$ cat config.mk
export PLATFORM = sky130hd
export DESIGN_NAME = pic_cascade
export DESIGN_NICKNAME = d
export VERILOG_FILES = /design/src/rtl/pic_cascade_pkg.sv /design/src/rtl/pic_unit.sv /design/src/rtl/pic_cascade_route.sv /design/src/rtl/pic_cascade.sv
export SDC_FILE = /design/constraint.sdc
export NUM_CORES = 1
export LEC_CHECK = 0
export BUFFER_PORTS_ARGS = -buffer_cell sky130_fd_sc_hd__buf_2
export CORE_MARGIN = 4
export CORE_UTILIZATION = 35
export DETAILED_ROUTE_END_ITERATION = 6
export GPL_ROUTABILITY_DRIVEN = 0
export GPL_TIMING_DRIVEN = 0
export SETUP_SLACK_MARGIN = 0.15
export SLEW_MARGIN = 25
export SYNTH_ARGS = -nofsm -noshare
export SYNTH_HDL_FRONTEND = slang
export SYNTH_HIERARCHICAL = 1
export SYNTH_SLANG_ARGS = --single-unit
$ cat constraint.sdc
create_clock -name clk -period 4.7 [get_ports clk]
set_input_delay 1.41 -clock clk [delete_from_list [all_inputs] [get_ports clk]]
set_output_delay 1.41 -clock clk [all_outputs]
set_load 0.01 [all_outputs]
$ cat src/rtl/pic_cascade_pkg.sv
package pic_cascade_pkg;
  localparam int UNIT_LINES = 8;
  localparam int POS_W      = $clog2(UNIT_LINES);
  localparam int RANK_W     = POS_W + 1;
  localparam int CASCADE_POS = 2;

  // Rank of the most urgent set bit; UNIT_LINES when none is set.
  function automatic logic [RANK_W-1:0] first_set(input logic [UNIT_LINES-1:0] v);
    logic [RANK_W-1:0] r;
    r = RANK_W'(UNIT_LINES);
    for (int i = UNIT_LINES - 1; i >= 0; i--)
      if (v[i]) r = RANK_W'(i);
    return r;
  endfunction

  // Vector: upper bits from the base, lower bits from the position.
  function automatic logic [7:0] compose_vec(input logic [7:0] base,
                                             input logic [POS_W-1:0] pos);
    return (base & 8'hF8) | {5'b0, pos};
  endfunction

  // Poll status: valid flag on top, system line number at the bottom.
  function automatic logic [7:0] poll_code(input logic hit, input logic [3:0] line);
    return hit ? {1'b1, 3'b000, line} : 8'h00;
  endfunction
endpackage

$ cat src/rtl/pic_unit.sv
module pic_unit
  import pic_cascade_pkg::*;
(
  input  logic                  clk,
  input  logic                  rst_n,
  input  logic [UNIT_LINES-1:0] level,
  input  logic [UNIT_LINES-1:0] force_set,
  input  logic                  ack_en,
  input  logic [POS_W-1:0]      ack_pos,
  input  logic                  clr_en,
  input  logic [POS_W-1:0]      clr_pos,
  input  logic                  eoi,
  output logic [UNIT_LINES-1:0] irr,
  output logic [UNIT_LINES-1:0] isr,
  output logic                  req,
  output logic [POS_W-1:0]      win
);
  logic [UNIT_LINES-1:0] last_q, irr_q, isr_q, irr_d, isr_d, rise;
  logic [RANK_W-1:0]     rank_pend, rank_serv;
  logic                  eoi_live;

  assign rise      = level & ~last_q;
  assign rank_pend = first_set(irr_q);
  assign rank_serv = first_set(isr_q);
  assign req       = rank_pend < rank_serv;
  assign win       = rank_pend[POS_W-1:0];
  assign eoi_live  = eoi && !rank_serv[POS_W];

  for (genvar i = 0; i < UNIT_LINES; i++) begin : g_bit
    logic ack_hit, clr_hit, eoi_hit;
    assign ack_hit  = ack_en && (ack_pos == POS_W'(i));
    assign clr_hit  = clr_en && (clr_pos == POS_W'(i));
    assign eoi_hit  = eoi_live && (rank_serv[POS_W-1:0] == POS_W'(i));
    assign irr_d[i] = (irr_q[i] && !ack_hit && !clr_hit) || rise[i] || force_set[i];
    assign isr_d[i] = (isr_q[i] || ack_hit) && !clr_hit && !eoi_hit;
  end

  always_ff @(posedge clk) begin
    if (!rst_n) begin
      last_q <= '0;
      irr_q  <= '0;
      isr_q  <= '0;
    end else begin
      last_q <= level;
      irr_q  <= irr_d;
      isr_q  <= isr_d;
    end
  end

  assign irr = irr_q;
  assign isr = isr_q;
endmodule

$ cat src/rtl/pic_cascade_route.sv
module pic_cascade_route
  import pic_cascade_pkg::*;
(
  input  logic             ack_strobe,
  input  logic             poll_strobe,
  input  logic [7:0]       master_base,
  input  logic [7:0]       slave_base,
  input  logic             m_req,
  input  logic [POS_W-1:0] m_win,
  input  logic             s_req,
  input  logic [POS_W-1:0] s_win,
  output logic             m_ack_en,
  output logic             s_ack_en,
  output logic             m_clr_en,
  output logic             s_clr_en,
  output logic [7:0]       vec_next,
  output logic [7:0]       poll_next
);
  logic via_slave;
  assign via_slave = m_req && (m_win == POS_W'(CASCADE_POS));

  assign m_ack_en = ack_strobe && m_req;
  assign s_ack_en = ack_strobe && via_slave && s_req;
  assign m_clr_en = poll_strobe && m_req;
  assign s_clr_en = poll_strobe && via_slave && s_req;

  always_comb begin
    if (!m_req)
      vec_next = compose_vec(master_base, POS_W'(UNIT_LINES - 1));
    else if (via_slave)
      vec_next = compose_vec(slave_base, s_req ? s_win : POS_W'(UNIT_LINES - 1));
    else
      vec_next = compose_vec(master_base, m_win);
  end

  always_comb begin
    if (!m_req)
      poll_next = poll_code(1'b0, 4'd0);
    else if (via_slave)
      poll_next = poll_code(s_req, {1'b1, s_win});
    else
      poll_next = poll_code(1'b1, {1'b0, m_win});
  end
endmodule

$ cat src/rtl/pic_cascade.sv
module pic_cascade
  import pic_cascade_pkg::*;
(
  input  logic        clk,
  input  logic        rst_n,
  input  logic [15:0] irq_lines,
  input  logic        ack_strobe,
  input  logic        poll_strobe,
  input  logic        eoi_master,
  input  logic        eoi_slave,
  input  logic [7:0]  master_base,
  input  logic [7:0]  slave_base,
  output logic        int_req,
  output logic [7:0]  vector,
  output logic [7:0]  poll_word,
  output logic [7:0]  master_view
);
  logic [UNIT_LINES-1:0] m_irr, m_isr, s_irr, s_isr, m_level, m_force;
  logic                  m_req, s_req, cas_feed;
  logic [POS_W-1:0]      m_win, s_win;
  logic                  m_ack_en, s_ack_en, m_clr_en, s_clr_en;
  logic [7:0]            vec_next, poll_next, vector_q, poll_q;
  logic                  view_isr_q;

  // Master position 2 is the cascade input, never the external pin.
  always_comb begin
    m_level = irq_lines[UNIT_LINES-1:0];
    m_level[CASCADE_POS] = 1'b0;
    m_force = '0;
    m_force[CASCADE_POS] = cas_feed;
  end
  assign cas_feed = s_req && !ack_strobe && !poll_strobe;

  pic_cascade_route u_route (
    .ack_strobe (ack_strobe), .poll_strobe(poll_strobe),
    .master_base(master_base), .slave_base(slave_base),
    .m_req(m_req), .m_win(m_win), .s_req(s_req), .s_win(s_win),
    .m_ack_en(m_ack_en), .s_ack_en(s_ack_en),
    .m_clr_en(m_clr_en), .s_clr_en(s_clr_en),
    .vec_next(vec_next), .poll_next(poll_next)
  );

  pic_unit u_master (
    .clk(clk), .rst_n(rst_n), .level(m_level), .force_set(m_force),
    .ack_en(m_ack_en), .ack_pos(m_win), .clr_en(m_clr_en), .clr_pos(m_win),
    .eoi(eoi_master), .irr(m_irr), .isr(m_isr), .req(m_req), .win(m_win)
  );

  pic_unit u_slave (
    .clk(clk), .rst_n(rst_n), .level(irq_lines[15:UNIT_LINES]), .force_set('0),
    .ack_en(s_ack_en), .ack_pos(s_win), .clr_en(s_clr_en), .clr_pos(s_win),
    .eoi(eoi_slave), .irr(s_irr), .isr(s_isr), .req(s_req), .win(s_win)
  );

  always_ff @(posedge clk) begin
    if (!rst_n) begin
      vector_q   <= 8'h00;
      poll_q     <= 8'h00;
      view_isr_q <= 1'b0;
    end else begin
      if (ack_strobe) begin
        vector_q   <= vec_next;
        view_isr_q <= 1'b1;
      end
      if (poll_strobe) poll_q <= poll_next;
    end
  end

  assign int_req     = m_req;
  assign vector      = vector_q;
  assign poll_word   = poll_q;
  assign master_view = view_isr_q ? m_isr : m_irr;
endmodule

==> flow_summary.json <==
{
  "worstSetupPathType": "reg2out",
  "drc_errors": 0,
  "first_iter_violations": 210,
  "finalSetupViolCount": 0,
  "design_area_um2": 4390,
  "clk_path_buf_depth": 2,
  "outcome": "completed",
  "die_area_um2": 12000,
  "end_kind": "output port",
  "power.total_mw": 1.51,
  "seq_power_share_pct": 42.1,
  "path_clk_slew_ps": 70,
  "yosys.area.top_type": "dfxtp_1",
  "dpl.cell_count": 622,
  "skew_ps": 5.68,
  "synthTopCellsByCount": "65 x dfxtp_1, 38 x nor2b_1, 30 x nand2_1",
  "pwr-share-clk_pct": 31.0,
  "yosys-top-cells-area": "dfxtp_1 36%, nor2b_1 6.6%, mux2_4 5.4%",
  "synth.most_common_cell": "dfxtp_1",
  "power.density_nw_per_um2": 345,
  "grt_pass1_wl_mm": 14.5,
  "drive_gt1_share_pct": 21.6,
  "reg2reg_depth": 13,
  "hp-class": "reg2reg",
  "ios": 63,
  "muxShareOfSynthArea_pct": 10.4,
  "leakage_nw": 1.91,
  "vdd.ir_drop.worst_mv": 0.139,
  "routed_via_density": 5.09,
  "start_util_pct": 36.5,
  "finalCriticalPeriod_ps": 4360,
  "power_switching_mw": 0.480,
  "synth_compound_area_share_pct": 18.4,
  "synth-simple-area-share_pct": 28.0,
  "grt_max_degree": 21,
  "clk_latency_ps": 340,
  "holdPathStages": 2,
  "routedWlPerCell_um": 13.9,
  "cts_made_buffers": 9,
  "diodes": 0,
  "netlist_area_um2": 3610,
  "fin_cells": 638,
  "gr-total-overflow": 0,
  "hold_violations": 0,
  "cts_setup_buffers": 0,
  "synth_fa_ha_area_share_pct": 2.08,
  "drt-total-wl_mm": 8.89,
  "ys_seq_area_share_pct": 36.0,
  "grt.total_usage_pct": 15.5,
  "h-tree-depth": 3,
  "rsz0062_at_grt": "false",
  "share_comb_of_total_power_pct": 26.9,
  "worst_slew_pin_slew_ps": 810,
  "relSlewSlack_pct": 45.7,
  "cp.arrival_ps": 2950,
  "required_ps": 3290,
  "num_vias": 3247,
  "syn_area_per_cell_um2": 8.77,
  "grt_pass1_vias": 3114,
  "finalCritPeriodShare_pct": 92.7,
  "first_pass_iters": 4,
  "port_buffers": 55,
  "synth_top_family_by_area": "simple AND/OR/NAND/NOR gates",
  "syn_to_final_growth_pct": 21.4,
  "cp_max_fo": 12,
  "dominantRegCellSynth": "dfxtp_1",
  "p_int_mw": 1.03,
  "cts-root-buf": "clkbuf_8",
  "synthArstFlopShare_pct": 0,
  "dieHeight_um": 110,
  "grt_antenna_before_repair": 0,
  "dpl.hpwl_mm": 6.77,
  "p_sw_share_pct": 31.7,
  "syn_inst": 412,
  "detail-route-antenna-nets": 0,
  "slew_violations": 0,
  "fin_util_pct": 44.3,
  "clock-sinks": 65,
  "die_w_um": 110,
  "synth-xor-area-share_pct": 0,
  "ys_warn_count": 6,
  "rows": 36,
  "synth_edf_count": 0,
  "max_freq_mhz": 229,
  "ys_ff_latch": 65,
  "synth_cell_types": 46,
  "nNetsFinal": 544,
  "drv_cap": 0,
  "yosysTopAreaCellShare_pct": 36.0,
  "start_kind": "register",
  "dpl_cell_area_um2": 4180,
  "core_um2": 9910,
  "cts_tree": "yes"
}
## worst paths after layout
check | start | end | slack, ps
worst max-delay path | u_master/irr[6] | int_req | 340
worst min-delay path | u_slave/irr[7] | u_slave/irr[7] | 480
worst max register to register | u_master/irr[6] | u_slave/isr[6] | 670
worst min register to register | u_slave/irr[7] | u_slave/irr[7] | 480
## power groups by stage
stage / logic, mW / registers (mW) / clock network (mW)
floorplan: 0.277 / 0.644 / 0
finish: 0.408 / 0.637 / 0.469
global placement: 0.386 / 0.646 / 0
CTS: 0.406 / 0.636 / 0.488
global route: 0.455 / 0.643 / 0.511
detailed placement: 0.406 / 0.648 / 0
## kinds of logic (layout without fill, tap and decap cells)
| kind of cell | Yosys count | after routing |
|---|---|---|
| AOI/OAI and AO/OA | 92 | 92 |
| other | 2 | 20 |
| DFF | 65 | 65 |
| muxes | 31 | 31 |
| and+or+nand+nor | 179 | 179 |
| adders and majority gates | 6 | 6 |
| buffers and inverters | 37 | 112 |
## what timing repair did
action / CTS / global route
resized for setup: 0 / 3
setup endpoints to repair: 0 / 2
hold buffers: 0 / 0
## worst max-delay path: stages (launching register included)
cell      delay (ps)
dfxtp_1          400
nor2_1           120
nor3_1           170
nor3_1           100
nor3_4           380
buf_4            280
ha_1             240
and3_1           190
a221oi_2         480
buf_2            240
## final cells by class
class / instances / area, um2
multi-input cells: 328 / 2240
clock buffers: 13 / 149
flip-flops and latches: 65 / 1300
plain buffers: 11 / 78.8
well taps: 133 / 166
repair buffers: 59 / 313
clock inverters: 3 / 40.0
fillers: 1022 / 5520
inverters: 26 / 97.6
## placed cells by master, fill, tap and decap left out, drive strengths merged, types with 6 or more instances in the layout
cell type and count:
o31ai 8, and3 6, nor3 13, a31oi 7, nor2 24, mux2 13
mux2i 18, buf 66, nor2b 38, dfxtp 65, o21ai 21, a21boi 10
nand2 30, conb 20, clkbuf 17, and2 18, nand3 18, nand2b 8
inv 26, ha 6, a21oi 20
## layer usage
metal | track usage [%] | vias up | part of all wire, %
li1 | - | 1621 | -
met3 | 2.70 | 15 | 4.7
met2 | 26.3 | 82 | 50
met4 | 7.66 | 0 | 2.1
met5 | 0 | - | 0
met1 | 18.8 | 1529 | 43
## metrics by stage
step           setup TNS, ps  hold slack, ps  worst slack, ps
6_report                   0             485              342
5_1_grt                    0             505              175
4_1_cts                    0             492              199
3_5_place_dp               0             480              582
3_3_place_gp           -5570             468             -482
2_1_floorplan              0             451              525
## state kept, by name (all words and copies together) (netlist names)
signal,count
u_slave/isr,8
u_master/irr,8
u_slave/irr,8
u_slave/last_q,8
u_master/last_q,8
vector,8
u_master/isr,8
poll_word,8
view_isr_q,1
Note: power is estimated with default switching activity, not from simulation.
